===== src/rtl/twi_su_pkg.sv =====
package twi_su_pkg;
    typedef enum logic [1:0] {
        HOLD_RELEASE,
        HOLD_START,
        HOLD_OVF
    } hold_state_e;

    localparam int ADDR_W = 2;
    localparam logic [ADDR_W-1:0] A_DATA = 2'd0;
    localparam logic [ADDR_W-1:0] A_STAT = 2'd1;
    localparam logic [ADDR_W-1:0] A_CTRL = 2'd2;
endpackage


===== src/rtl/twi_line_sampler.sv =====
module twi_line_sampler (
    input  logic clk,
    input  logic rst_n,
    input  logic scl_in,
    input  logic sda_in,
    output logic scl_q,
    output logic sda_q,
    output logic scl_rise,
    output logic scl_fall,
    output logic start_evt
);
    logic scl_prev, sda_prev;

    always_ff @(posedge clk or negedge rst_n) begin
        if (!rst_n) begin
            scl_q    <= 1'b1;
            sda_q    <= 1'b1;
            scl_prev <= 1'b1;
            sda_prev <= 1'b1;
        end else begin
            scl_q    <= scl_in;
            sda_q    <= sda_in;
            scl_prev <= scl_q;
            sda_prev <= sda_q;
        end
    end

    assign scl_rise  = scl_q & ~scl_prev;
    assign scl_fall  = ~scl_q & scl_prev;
    assign start_evt = scl_q & scl_prev & sda_prev & ~sda_q;
endmodule


===== src/rtl/twi_shift_core.sv =====
module twi_shift_core #(
    parameter int DATA_W = 8,
    parameter int CNT_W  = 4
) (
    input  logic              clk,
    input  logic              rst_n,
    input  logic              scl_rise,
    input  logic              scl_fall,
    input  logic              start_evt,
    input  logic              sda_q,
    input  logic              data_we,
    input  logic [DATA_W-1:0] data_wdata,
    input  logic              stat_we,
    input  logic              clr_start,
    input  logic              clr_ovf,
    input  logic [CNT_W-1:0]  cnt_wdata,
    output logic [DATA_W-1:0] data_q,
    output logic [CNT_W-1:0]  cnt_q,
    output logic              start_f,
    output logic              ovf_f
);
    localparam logic [CNT_W-1:0] CNT_MAX = '1;

    logic bit_latch;
    logic any_edge, ovf_evt;

    assign any_edge = scl_rise | scl_fall;
    assign ovf_evt  = any_edge & (cnt_q == CNT_MAX) & ~stat_we & ~start_evt;

    always_ff @(posedge clk or negedge rst_n) begin
        if (!rst_n) begin
            bit_latch <= 1'b1;
            data_q    <= '1;
            cnt_q     <= '0;
            start_f   <= 1'b0;
            ovf_f     <= 1'b0;
        end else begin
            if (scl_rise) bit_latch <= sda_q;

            if (data_we)       data_q <= data_wdata;
            else if (scl_fall) data_q <= {data_q[DATA_W-2:0], bit_latch};

            if (start_evt)     cnt_q <= '0;
            else if (stat_we)  cnt_q <= cnt_wdata;
            else if (any_edge) cnt_q <= cnt_q + 1'b1;

            if (start_evt)                 start_f <= 1'b1;
            else if (stat_we && clr_start) start_f <= 1'b0;

            if (ovf_evt)                   ovf_f <= 1'b1;
            else if (stat_we && clr_ovf)   ovf_f <= 1'b0;
        end
    end


    shift_fall_chk: assert property (@(posedge clk) disable iff (!rst_n)
        (scl_fall && !data_we) |=> data_q[DATA_W-1:1] == $past(data_q[DATA_W-2:0]));


    wrap_ovf_chk: assert property (@(posedge clk) disable iff (!rst_n)
        (any_edge && cnt_q == CNT_MAX && !stat_we && !start_evt) |=> (ovf_f && cnt_q == '0));


    start_clear_chk: assert property (@(posedge clk) disable iff (!rst_n)
        start_evt |=> (start_f && cnt_q == '0));
endmodule


===== src/rtl/twi_hold_fsm.sv =====
module twi_hold_fsm
    import twi_su_pkg::*;
(
    input  logic clk,
    input  logic rst_n,
    input  logic slave_mode,
    input  logic start_f,
    input  logic ovf_f,
    output logic scl_hold
);
    hold_state_e state_q, state_d;

    always_ff @(posedge clk or negedge rst_n) begin
        if (!rst_n) state_q <= HOLD_RELEASE;
        else        state_q <= state_d;
    end

    always_comb begin
        state_d = HOLD_RELEASE;
        unique case (state_q)
            HOLD_RELEASE, HOLD_START, HOLD_OVF: begin
                if (!slave_mode)  state_d = HOLD_RELEASE;
                else if (start_f) state_d = HOLD_START;
                else if (ovf_f)   state_d = HOLD_OVF;
                else              state_d = HOLD_RELEASE;
            end
            default: state_d = HOLD_RELEASE;
        endcase
    end

    always_comb begin
        scl_hold = (state_q != HOLD_RELEASE);
    end


    hold_engage_chk: assert property (@(posedge clk) disable iff (!rst_n)
        (slave_mode && (start_f || ovf_f)) |=> scl_hold);


    hold_release_chk: assert property (@(posedge clk) disable iff (!rst_n)
        (!start_f && !ovf_f) |=> !scl_hold);


    hold_master_chk: assert property (@(posedge clk) disable iff (!rst_n)
        !slave_mode |=> !scl_hold);
endmodule


===== src/rtl/twi_shift_unit.sv =====
module twi_shift_unit
    import twi_su_pkg::*;
#(
    parameter int DATA_W = 8,
    parameter int CNT_W  = 4
) (
    input  logic              clk,
    input  logic              rst_n,
    input  logic              reg_we,
    input  logic [ADDR_W-1:0] reg_addr,
    input  logic [DATA_W-1:0] reg_wdata,
    input  logic [ADDR_W-1:0] rd_addr,
    output logic [DATA_W-1:0] rd_data,
    input  logic              scl_in,
    input  logic              sda_in,
    output logic              scl_low,
    output logic              sda_low
);
    logic scl_q, sda_q, scl_rise, scl_fall, start_evt;
    logic data_we, stat_we, ctrl_we;
    logic [DATA_W-1:0] data_q;
    logic [CNT_W-1:0]  cnt_q;
    logic start_f, ovf_f, scl_hold;
    logic master_low, slave_mode;
    logic wdata_unused;

    assign data_we = reg_we && reg_addr == A_DATA;
    assign stat_we = reg_we && reg_addr == A_STAT;
    assign ctrl_we = reg_we && reg_addr == A_CTRL;
    assign wdata_unused = ^reg_wdata[DATA_W-3:CNT_W];

    twi_line_sampler u_smp (
        .clk(clk), .rst_n(rst_n), .scl_in(scl_in), .sda_in(sda_in),
        .scl_q(scl_q), .sda_q(sda_q), .scl_rise(scl_rise),
        .scl_fall(scl_fall), .start_evt(start_evt)
    );

    twi_shift_core #(.DATA_W(DATA_W), .CNT_W(CNT_W)) u_core (
        .clk(clk), .rst_n(rst_n), .scl_rise(scl_rise), .scl_fall(scl_fall),
        .start_evt(start_evt), .sda_q(sda_q), .data_we(data_we),
        .data_wdata(reg_wdata), .stat_we(stat_we),
        .clr_start(reg_wdata[DATA_W-1]), .clr_ovf(reg_wdata[DATA_W-2]),
        .cnt_wdata(reg_wdata[CNT_W-1:0]), .data_q(data_q), .cnt_q(cnt_q),
        .start_f(start_f), .ovf_f(ovf_f)
    );

    twi_hold_fsm u_hold (
        .clk(clk), .rst_n(rst_n), .slave_mode(slave_mode),
        .start_f(start_f), .ovf_f(ovf_f), .scl_hold(scl_hold)
    );

    always_ff @(posedge clk or negedge rst_n) begin
        if (!rst_n) begin
            master_low <= 1'b0;
            slave_mode <= 1'b0;
        end else if (ctrl_we) begin
            slave_mode <= reg_wdata[1];
            if (reg_wdata[0]) master_low <= ~master_low;
        end
    end

    assign scl_low = slave_mode ? scl_hold : master_low;
    assign sda_low = ~data_q[DATA_W-1];

    always_comb begin
        rd_data = '0;
        unique case (rd_addr)
            A_DATA: rd_data = data_q;
            A_STAT: begin
                rd_data[DATA_W-1]  = start_f;
                rd_data[DATA_W-2]  = ovf_f;
                rd_data[DATA_W-3]  = scl_q;
                rd_data[DATA_W-4]  = sda_q;
                rd_data[CNT_W-1:0] = cnt_q;
            end
            A_CTRL: begin
                rd_data[1] = slave_mode;
                rd_data[0] = master_low;
            end
            default: rd_data = '0;
        endcase
    end


    master_clk_stable_chk: assert property (@(posedge clk) disable iff (!rst_n)
        (!ctrl_we && !slave_mode && !$past(slave_mode)) |=> $stable(scl_low));
endmodule


===== config.mk =====
export PLATFORM = sky130hd
export DESIGN_NAME = twi_shift_unit
export DESIGN_NICKNAME = d
export VERILOG_FILES = /design/src/rtl/twi_su_pkg.sv /design/src/rtl/twi_line_sampler.sv /design/src/rtl/twi_shift_core.sv /design/src/rtl/twi_hold_fsm.sv /design/src/rtl/twi_shift_unit.sv
export SDC_FILE = /design/constraint.sdc
export NUM_CORES = 1
export LEC_CHECK = 0
export ABC_AREA = 1
export BUFFER_PORTS_ARGS = -buffer_cell sky130_fd_sc_hd__buf_2
export CORE_ASPECT_RATIO = 0.8
export CORE_MARGIN = 3
export CORE_UTILIZATION = 50
export DETAILED_ROUTE_END_ITERATION = 8
export GPL_TIMING_DRIVEN = 0
export PLACE_DENSITY = 0.75
export SLEW_MARGIN = 20
export SYNTH_ARGS = -nofsm -noshare
export SYNTH_HDL_FRONTEND = slang
export SYNTH_SLANG_ARGS = --single-unit

===== constraint.sdc =====
create_clock -name clk -period 1.85 [get_ports clk]
set_input_delay 0.2775 -clock clk [delete_from_list [all_inputs] [get_ports clk]]
set_output_delay 0.2775 -clock clk [all_outputs]
set_load 0.03 [all_outputs]

==> flow_summary.toml <==
[outcome]
status = "complete, no violations"

[synthesis]
synth_top_area_cell = "dfstp_2"
synth_seq_area_share = 0.474
synth_most_common_cell = "nand2_1"
syn_nets = 169
synthTopCellsByCount = "nand2_1, inv_1, nand3_1"
synthArstFlopShare = 1.00
synth_edf_count = 0
ys_warn_count = 0
syn_inst = 148
synth_top_area_frac = 0.274
post_synth.cell_area_avg_um2 = 8.43
synth_area_leaders = "dfstp_2, dfrtp_1, nand2_1"
yosysUniqueCellTypes = 25
netlist_area_um2 = 1250
ys_seq_elements = 23
synth_ff_type = "dfstp_2"

[cells_and_area]
drive_above_1_share = 0.296
nNetsFinal = 201
n_fill_cell = 206
diodes = 0
area_growth_pct = 15.8
stdcell_count = 204

[floorplanning]
rows = 15
core_um2 = 2250
die_x_um = 61.8
die_y_um = 50.7
pin_count = 27
initial_core_util = 0.554
dieArea_um2 = 3130

[global_route]
grt_max_degree = 24
first_global_vias = 1038
overflow = 0
antenna_found_initial = 0
grt_usage = 0.203
grt_pass1_wl_mm = 4.73

[clocking]
post_cts_resize_count = 0
h-tree-depth = 1
clk_path_buf_depth = 2
cts_buffers = 3
cts-root-buf = "clkbuf_4"
post_cts_buffers = 0
clk_latency_ns = 0.31
hold_buffers = 1
cts_sinks = 23
cts_tree = "built"
clkTransAtPathRegs_ns = 0.13

[sta]
worst_pin_slew_ns = 0.503
finalCritPeriodShare = 0.881
min_period_ns = 1.63
setup_violations = 0
final_max_slew_viol_count = 0
setup_tns_ns = 0
hold_violations = 0
fmax_mhz = 613
fin_skew_ns = 0.0105
max_slew_margin = 0.665
rsz0062_at_grt = "no"

[critical_path]
critical_path.max_stage_delay_ns = 0.55
critPathRequiredTime_ns = 1.57
slowest_stage = "dfstp_2"
end_kind = "output port"
startpoint_type = "register"
path_cells = "inv_1 -> o211ai_1 -> buf_2"
crit_arrival_ns = 1.35
worstPathMaxFanout = 2
path_class = "reg -> out"

[drt]
ant_nets = 0
drc_errors = 0
dr.first_iter.drc_count = 43
routed_wl_mm = 2.87
route.detailed.vias_per_inst = 5.47
dr_total_vias = 1115
dr.pass1.iters = 4
wl_per_cell_um = 14.1

[place]
io_buffers = 26
hpwl_mm = 2.27
gp_congestion = 0.852
dp.cells = 199

[power_and_ir_drop]
p_total_mw = 1.46
power-per-cell-area_nw_per_um2 = 1010
ir_worst_vdd_v = 0.000641
leakagePower_nw = 0.719

[run]
drv_cap = 0

[hold_path]
holdCritPathClass = "in -> reg"
-- cell families (layout without fill, tap and decap cells) --
logic type               after synthesis  in the layout  synth area share
flip-flops                            23             23             0.474
AND/OR/NAND/NOR                       64             64             0.241
adder cells (fa/ha/maj)                4              4            0.0401
AO/OA/AOI/OAI                         25             25             0.126
buffers and inverters                 30             61             0.104
XOR/XNOR                               2              2            0.0140
-- per-stage QoR --
step | util | hold WS (ns) | area, um^2 | setup WS, ns
5_1_grt | 0.642 | 0.0324 | 1450 | 0.131
3_5_place_dp | 0.626 | 0.270 | 1410 | 0.234
2_1_floorplan | - | -0.0181 | 1250 | 0.332
6_report | 0.642 | 0.0549 | 1450 | 0.220
4_1_cts | 0.642 | 0.0437 | 1450 | 0.217
3_3_place_gp | 0.626 | 0.268 | 1410 | 0.314
-- cell type report --
cell class | instances | area, um^2 | share of cell area
well taps | 25 | 31.3 | 0.0216
plain buffers | 3 | 26.3 | 0.0182
multi-input cells | 95 | 526 | 0.364
repair buffers | 27 | 140 | 0.0970
inverters | 27 | 104 | 0.0719
flip-flops and latches | 23 | 592 | 0.410
clock buffers | 4 | 26.3 | 0.0182
-- layer usage --
metal | vias to the layer above | wire length, um | GRT usage
met1 | 529 | 1320 | 0.275
met3 | 4 | 143 | 0.0591
li1 | 556 | - | -
met2 | 26 | 1390 | 0.322
met4 | 0 | 21 | 0.0389
met5 | - | 0 | 0
-- sequential cells by signal, indices dropped and copies added, names as in the netlist --
signal            cells
u_smp.sda_q           1
u_hold.state_q        2
slave_mode            1
u_core.start_f        1
u_core.bit_latch      1
u_smp.sda_prev        1
master_low            1
u_core.data_q         8
u_core.ovf_f          1
u_core.cnt_q          4
u_smp.scl_prev        1
u_smp.scl_q           1
-- where the power goes --
part,leakage (nW),internal (mW),switching [mW]
logic,0.441,0.176,0.306
registers,0.262,0.639,0.102
clock network,0.0150,0.0842,0.150
-- cells in the final DEF, fill, tap and decap left out, types with 2 or more instances in the layout --
master,instances
nand3_1,15
o211ai_1,9
clkbuf_1,2
nand4_1,7
o21ai_1,5
dfrtp_1,10
clkbuf_4,3
dfstp_2,13
ha_1,4
buf_2,26
nor2_1,7
xor2_1,2
o22ai_1,4
o21ai_0,4
buf_6,2
nand2_1,31
inv_1,20
inv_2,5
-- worst max-delay path: cells and delay by family (launching register included) --
family | cells | cell delay, ns
flops | 1 | 0.55
compound gates | 1 | 0.20
buf+inv | 2 | 0.28
-- final timing paths --
| check | start | end | slack (ns) | cells after the start |
|---|---|---|---|---|
| max | u_core.data_q[0] | rd_data[0] | 0.22 | 3 |
| min | sda_in | u_smp.sda_q | 0.05 | 1 |
| max reg2reg | u_smp.scl_q | u_core.data_q[7] | 0.23 | 6 |
| min reg2reg | u_smp.sda_q | u_smp.sda_prev | 0.38 | 0 |
| max in group asynchronous | rst_n | u_smp.scl_prev | 1.03 | 2 |
| min in group asynchronous | rst_n | u_hold.state_q[1] | 0.45 | 2 |
Power figures use the tool's default switching activity.
